===== config.mk =====
export PLATFORM = sky130hd
export DESIGN_NAME = dualwidth_sram
export DESIGN_NICKNAME = d
export VERILOG_FILES = /design/src/rtl/sram_pkg.sv /design/src/rtl/sram_mode_dec.sv /design/src/rtl/sram_lane_bank.sv /design/src/rtl/dualwidth_sram.sv
export SDC_FILE = /design/constraint.sdc
export NUM_CORES = 2
export LEC_CHECK = 0
export BUFFER_PORTS_ARGS = -buffer_cell sky130_fd_sc_hd__buf_2
export CORE_MARGIN = 3
export CORE_UTILIZATION = 30
export CTS_BUF_LIST = sky130_fd_sc_hd__clkbuf_2 sky130_fd_sc_hd__clkbuf_4 sky130_fd_sc_hd__clkbuf_8
export DETAILED_ROUTE_END_ITERATION = 16
export GPL_TIMING_DRIVEN = 0
export PLACE_DENSITY = 0.43
export SLEW_MARGIN = 20
export SYNTH_ARGS = -nofsm -noshare
export SYNTH_HDL_FRONTEND = slang
export SYNTH_SLANG_ARGS = --single-unit

===== constraint.sdc =====
create_clock -name clk_i -period 4.8 [get_ports clk_i]
set_input_delay 0.96 -clock clk_i [delete_from_list [all_inputs] [get_ports clk_i]]
set_output_delay 0.96 -clock clk_i [all_outputs]
set_load 0.005 [all_outputs]

===== src/rtl/sram_pkg.sv =====
package sram_pkg;

   localparam int LANE_CNT = 2;

   typedef enum logic [1:0] {
      ACC_IDLE,
      ACC_HOLD,
      ACC_READ,
      ACC_WRITE
   } acc_mode_e;

endpackage


===== src/rtl/sram_mode_dec.sv =====
module sram_mode_dec
   import sram_pkg::*;
(
   input  logic                org_word_i,
   input  logic                ce_n_i,
   input  logic                ce_i,
   input  logic                we_n_i,
   input  logic                oe_n_i,
   input  logic                lb_n_i,
   input  logic                ub_n_i,
   input  logic                addr_lsb_i,
   output logic [LANE_CNT-1:0] lane_wr_o,
   output logic [LANE_CNT-1:0] lane_drv_o
);

   acc_mode_e             mode;
   logic                  chip_on;
   logic                  strobe_any;
   logic [LANE_CNT-1:0]   lane_pick;

   always_comb begin
      chip_on    = !ce_n_i && ce_i;
      // lane strobes only matter for selection in word mode
      strobe_any = org_word_i ? !(lb_n_i && ub_n_i) : 1'b1;

      if (!(chip_on && strobe_any)) begin
         mode = ACC_IDLE;
      end else if (!we_n_i) begin
         mode = ACC_WRITE;
      end else if (!oe_n_i) begin
         mode = ACC_READ;
      end else begin
         mode = ACC_HOLD;
      end

      lane_pick  = org_word_i ? {!ub_n_i, !lb_n_i} : {addr_lsb_i, !addr_lsb_i};
      lane_wr_o  = (mode == ACC_WRITE) ? lane_pick : '0;
      lane_drv_o = (mode == ACC_READ) ? (org_word_i ? lane_pick : 2'b01) : '0;
   end

endmodule


===== src/rtl/sram_lane_bank.sv =====
module sram_lane_bank #(
   parameter int ADDR_W = 8,
   parameter int LANE_W = 8
) (
   input  logic              clk_i,
   input  logic              wr_en_i,
   input  logic [ADDR_W-1:0] addr_i,
   input  logic [LANE_W-1:0] wdata_i,
   output logic [LANE_W-1:0] rdata_o
);

   localparam int DEPTH = 1 << ADDR_W;

   logic [LANE_W-1:0] cells [DEPTH];

   always_ff @(posedge clk_i) begin
      if (wr_en_i) begin
         cells[addr_i] <= wdata_i;
      end
   end

   assign rdata_o = cells[addr_i];

endmodule


===== src/rtl/dualwidth_sram.sv =====
module dualwidth_sram
   import sram_pkg::*;
#(
   parameter int ADDR_W = 8,
   parameter int LANE_W = 8
) (
   input  logic                       clk_i,
   input  logic                       org_word_i,
   input  logic                       ce_n_i,
   input  logic                       ce_i,
   input  logic                       we_n_i,
   input  logic                       oe_n_i,
   input  logic                       lb_n_i,
   input  logic                       ub_n_i,
   input  logic [ADDR_W-1:0]          addr_i,
   input  logic                       addr_lsb_i,
   input  logic [LANE_CNT*LANE_W-1:0] d_i,
   output logic [LANE_CNT*LANE_W-1:0] d_o,
   output logic [LANE_CNT-1:0]        d_oe_o
);

   localparam int DATA_W = LANE_CNT * LANE_W;

   if (ADDR_W < 1 || ADDR_W > 12) begin : g_bad_addr_w
      $error("dualwidth_sram: ADDR_W must lie in 1..12");
   end
   if (LANE_W < 1 || LANE_W > 32) begin : g_bad_lane_w
      $error("dualwidth_sram: LANE_W must lie in 1..32");
   end
   if (DATA_W != 2 * LANE_W) begin : g_bad_lanes
      $error("dualwidth_sram: exactly two byte lanes are supported");
   end

   logic [LANE_CNT-1:0] lane_wr;
   logic [LANE_CNT-1:0] lane_drv;
   logic [LANE_W-1:0]   lane_rd [LANE_CNT];

   sram_mode_dec u_dec (
      .org_word_i (org_word_i),
      .ce_n_i     (ce_n_i),
      .ce_i       (ce_i),
      .we_n_i     (we_n_i),
      .oe_n_i     (oe_n_i),
      .lb_n_i     (lb_n_i),
      .ub_n_i     (ub_n_i),
      .addr_lsb_i (addr_lsb_i),
      .lane_wr_o  (lane_wr),
      .lane_drv_o (lane_drv)
   );

   for (genvar g = 0; g < LANE_CNT; g++) begin : g_lane
      logic [LANE_W-1:0] wdata;
      logic [LANE_W-1:0] src;

      // byte mode feeds every lane from the low data bits
      assign wdata = (g == 0 || org_word_i) ? d_i[g*LANE_W +: LANE_W]
                                            : d_i[LANE_W-1:0];

      sram_lane_bank #(
         .ADDR_W (ADDR_W),
         .LANE_W (LANE_W)
      ) u_bank (
         .clk_i   (clk_i),
         .wr_en_i (lane_wr[g]),
         .addr_i  (addr_i),
         .wdata_i (wdata),
         .rdata_o (lane_rd[g])
      );

      if (g == 0) begin : g_low_src
         assign src = (!org_word_i && addr_lsb_i) ? lane_rd[1] : lane_rd[0];
      end else begin : g_high_src
         assign src = lane_rd[g];
      end

      assign d_o[g*LANE_W +: LANE_W] = lane_drv[g] ? src : '0;
   end

   assign d_oe_o = lane_drv;

endmodule


==> results.cfg <==
[synthesis]
synth-compound-area-share = 0.02356
synth_top_area_share = 0.7757
synthCells = 7249
yosysUniqueCellTypes = 62
ys.warnings.count = 0
yosys.area_share.simple = 0.02380
ys_seq_elements = 4096
ys.flop_type = edfxtp_1
synthMuxAreaShare = 0.1621
ys_async_sr_fraction = 0
syn_area_per_cell_um2 = 21.87
synth_nets = 7282
ys_top_cells_by_count = edfxtp_1, mux4_2, nor2_1
synth_most_common_cell = edfxtp_1
synth_edf_count = 4096
synth_seq_area_share = 0.7757
synth.area.top_cells = edfxtp_1, mux4_2, nor2_1, mux2i_1, a22oi_1
synthAdderAreaFrac = 0
synth_area_um2 = 158600
synth_top_family_by_area = multiplexers
synth_xor_area_frac = 0
synth_top_area_cell = edfxtp_1

[worst_setup_path]
startpoint = addr_i[4]
crit_path_start_kind = primary input
cp-end-kind = primary output
critical_path.cell_chain = buf_2 -> clkbuf_2 -> nand2_4 -> nor2_1 -> nand2_1 -> and3_1 -> nand4_1 -> o21ai_2 -> a211oi_4 -> buf_2
endpoint = d_o[1]
crit_fanout = 10
path_common_cell = buf_2
slowest_stage = nor2_1
crit_arrival_ns = 4.86
crit_type = in2out
cp_slowest_stage_delay_ns = 0.98
critPathRequiredTime_ns = 3.84

[sta]
final-setup-viol-count = 58
finalWorstSetupSlack_ns = -1.018
timing.fmax_mhz = 171.9
min_period_over_period = 1.212
max_slew_margin = 0.05751
worst_pin_slew_ns = 1.414
fin_tns_setup_ns = -14.25
rsz0062_at_grt = true
finalCriticalPeriod_ns = 5.818
report.final.hold_viol_count = 0
slew_violations = 0

[cells_and_area]
syn_to_final_growth_pct = 25.50
top_register = g_lane.u_bank.cells
fin_nets = 8765
largest_reg_flops = 4096
final_cells = 16327
drive_above_1_share = 0.3950
fillCellCount = 47585
design_area_um2 = 199000
reg_top3 = g_lane.u_bank.cells (4096)
final_util = 0.3787

[hold_path]
hold_start = d_i[6]
hold_class = in2reg

[clock_network]
htreeDepth = 6
cts.sinks = 4096
numCtsBuffers = 693
root_buffer = clkbuf_8
cts_tree = done
clk_pin_slew_ns = 0.06
cts_buffer_depth = 4

[flow_run]
cap_violations = 0

[global_routing]
overflow = 0
grt_pass1_vias = 89795
grt_max_degree = 121
gr-usage-all-layers = 0.3134
grt_pass1_wl_um = 1059000
antenna_found_initial = 135

[outcome]
status = finished, violations left
violations = setup timing

[placement]
dpl_cell_area_um2 = 172900
hpwl_um = 577700
dp_cells = 14460
io_buffers = 47
place.gp.congestion = 1.004

[floorplan]
coreArea_um2 = 525500
fp.dieW_um = 733.0
start_util = 0.3017
dieArea_um2 = 537300
num_io_pins = 51
rows = 266
die_h_um = 733.0

[power_and_ir_drop]
p_per_area_nw_per_um2 = 399.0
p_leak_uw = 0.06319
p_total_uw = 79390
vdd_drop_max_v = 0.0003237

[route]
ant_nets = 0
drtIter0Drc = 18713
drc = 0
via_per_inst = 6.005
routedWlPerCell_um = 52.87
drt_pass1_iterations = 8
vias = 98047
wl_um = 863300
## per-layer routing
layer / GRT usage / wire (µm)
met5: 0 / 337
met4: 0.2155 / 72790
met3: 0.1128 / 117900
met2: 0.4515 / 365600
met1: 0.3939 / 306600
## worst max-delay path, delay by kind of cell
kind / cells / cell delay (ns)
simple gates: 5 / 2.34
buf+inv: 3 / 0.93
compound gates: 2 / 0.58
## worst min-delay path by stage
stage,slack [ns],end,cells after the start
floorplan,1.06,g_lane[0].u_bank.cells[0][0],0
global placement,2.07,g_lane[0].u_bank.cells[68][1],4
detailed placement,1.40,g_lane[0].u_bank.cells[28][7],1
CTS,0.03,g_lane[0].u_bank.cells[216][6],1
global route,0.08,g_lane[0].u_bank.cells[216][6],1
finish,0.09,g_lane[0].u_bank.cells[216][6],1
## cell type report
| cell class | instances | area [µm²] | area share |
|---|---|---|---|
| Sequential cell | 4096 | 123000 | 0.6181 |
| Multi-Input combinational cell | 2715 | 35660 | 0.1792 |
| Clock buffer | 931 | 11450 | 0.05754 |
| Timing Repair Buffer | 790 | 10990 | 0.05521 |
| Tap cell | 6968 | 8718 | 0.04381 |
| Buffer | 430 | 6959 | 0.03497 |
| Clock inverter | 315 | 1997 | 0.01004 |
| Antenna cell | 76 | 190.2 | 0.0009557 |
| Inverter | 6 | 31.28 | 0.0001572 |
## cell usage in the layout (no fill, tap or decap), drive strengths merged, types with 15 or more instances in the layout
cell type,Yosys,routed
a211oi,21,21
a21oi,108,108
a221oi,39,39
a22o,31,31
a22oi,135,135
a31oi,23,23
buf,251,1037
bufinv,0,18
clkbuf,181,1105
clkinv,1,264
clkinvlp,0,17
diode,0,76
edfxtp,4096,4096
inv,5,22
mux2,36,36
mux2i,183,183
mux4,1042,1042
nand2,146,146
nand2b,15,15
nand3,54,54
nor2,595,595
nor2b,23,23
nor3,18,18
nor4,17,17
o21ai,51,51
o22ai,63,63
## power by group
group	total, µW	internal [µW]	switching [µW]	leakage, µW
Clock	31700	16500	15300	0.00709
Combinational	8130	2560	5570	0.0193
Sequential	39500	39500	3.21	0.0368
## what timing repair did
action | 4_1_cts | 5_1_grt
resized for setup | 1246 | 152
pin swaps | 53 | 57
setup endpoints to repair | 3066 | 76
hold buffers | 6 | 0
gates cloned | 5 | 1
endpoints found under the hold margin | 113 | 0
setup buffers | 398 | 139
## stage by stage
step / worst slack (ns) / hold slack (ns)
floorplan: 0.5359 / 1.059
global placement: -7.529 / 2.068
detailed placement: -4.690 / 1.396
CTS: -0.7148 / 0.02765
global route: -0.7283 / 0.08279
finish: -1.018 / 0.09432
## logic make-up (layout without fill, tap and decap cells)
family | count (synthesis) | in the layout
other | 0 | 76
DFF | 4096 | 4096
muxes | 1261 | 1261
AOI/OAI and AO/OA | 543 | 543
and+or+nand+nor | 911 | 911
buffers and inverters | 438 | 2472
Power figures use the tool's default switching activity.
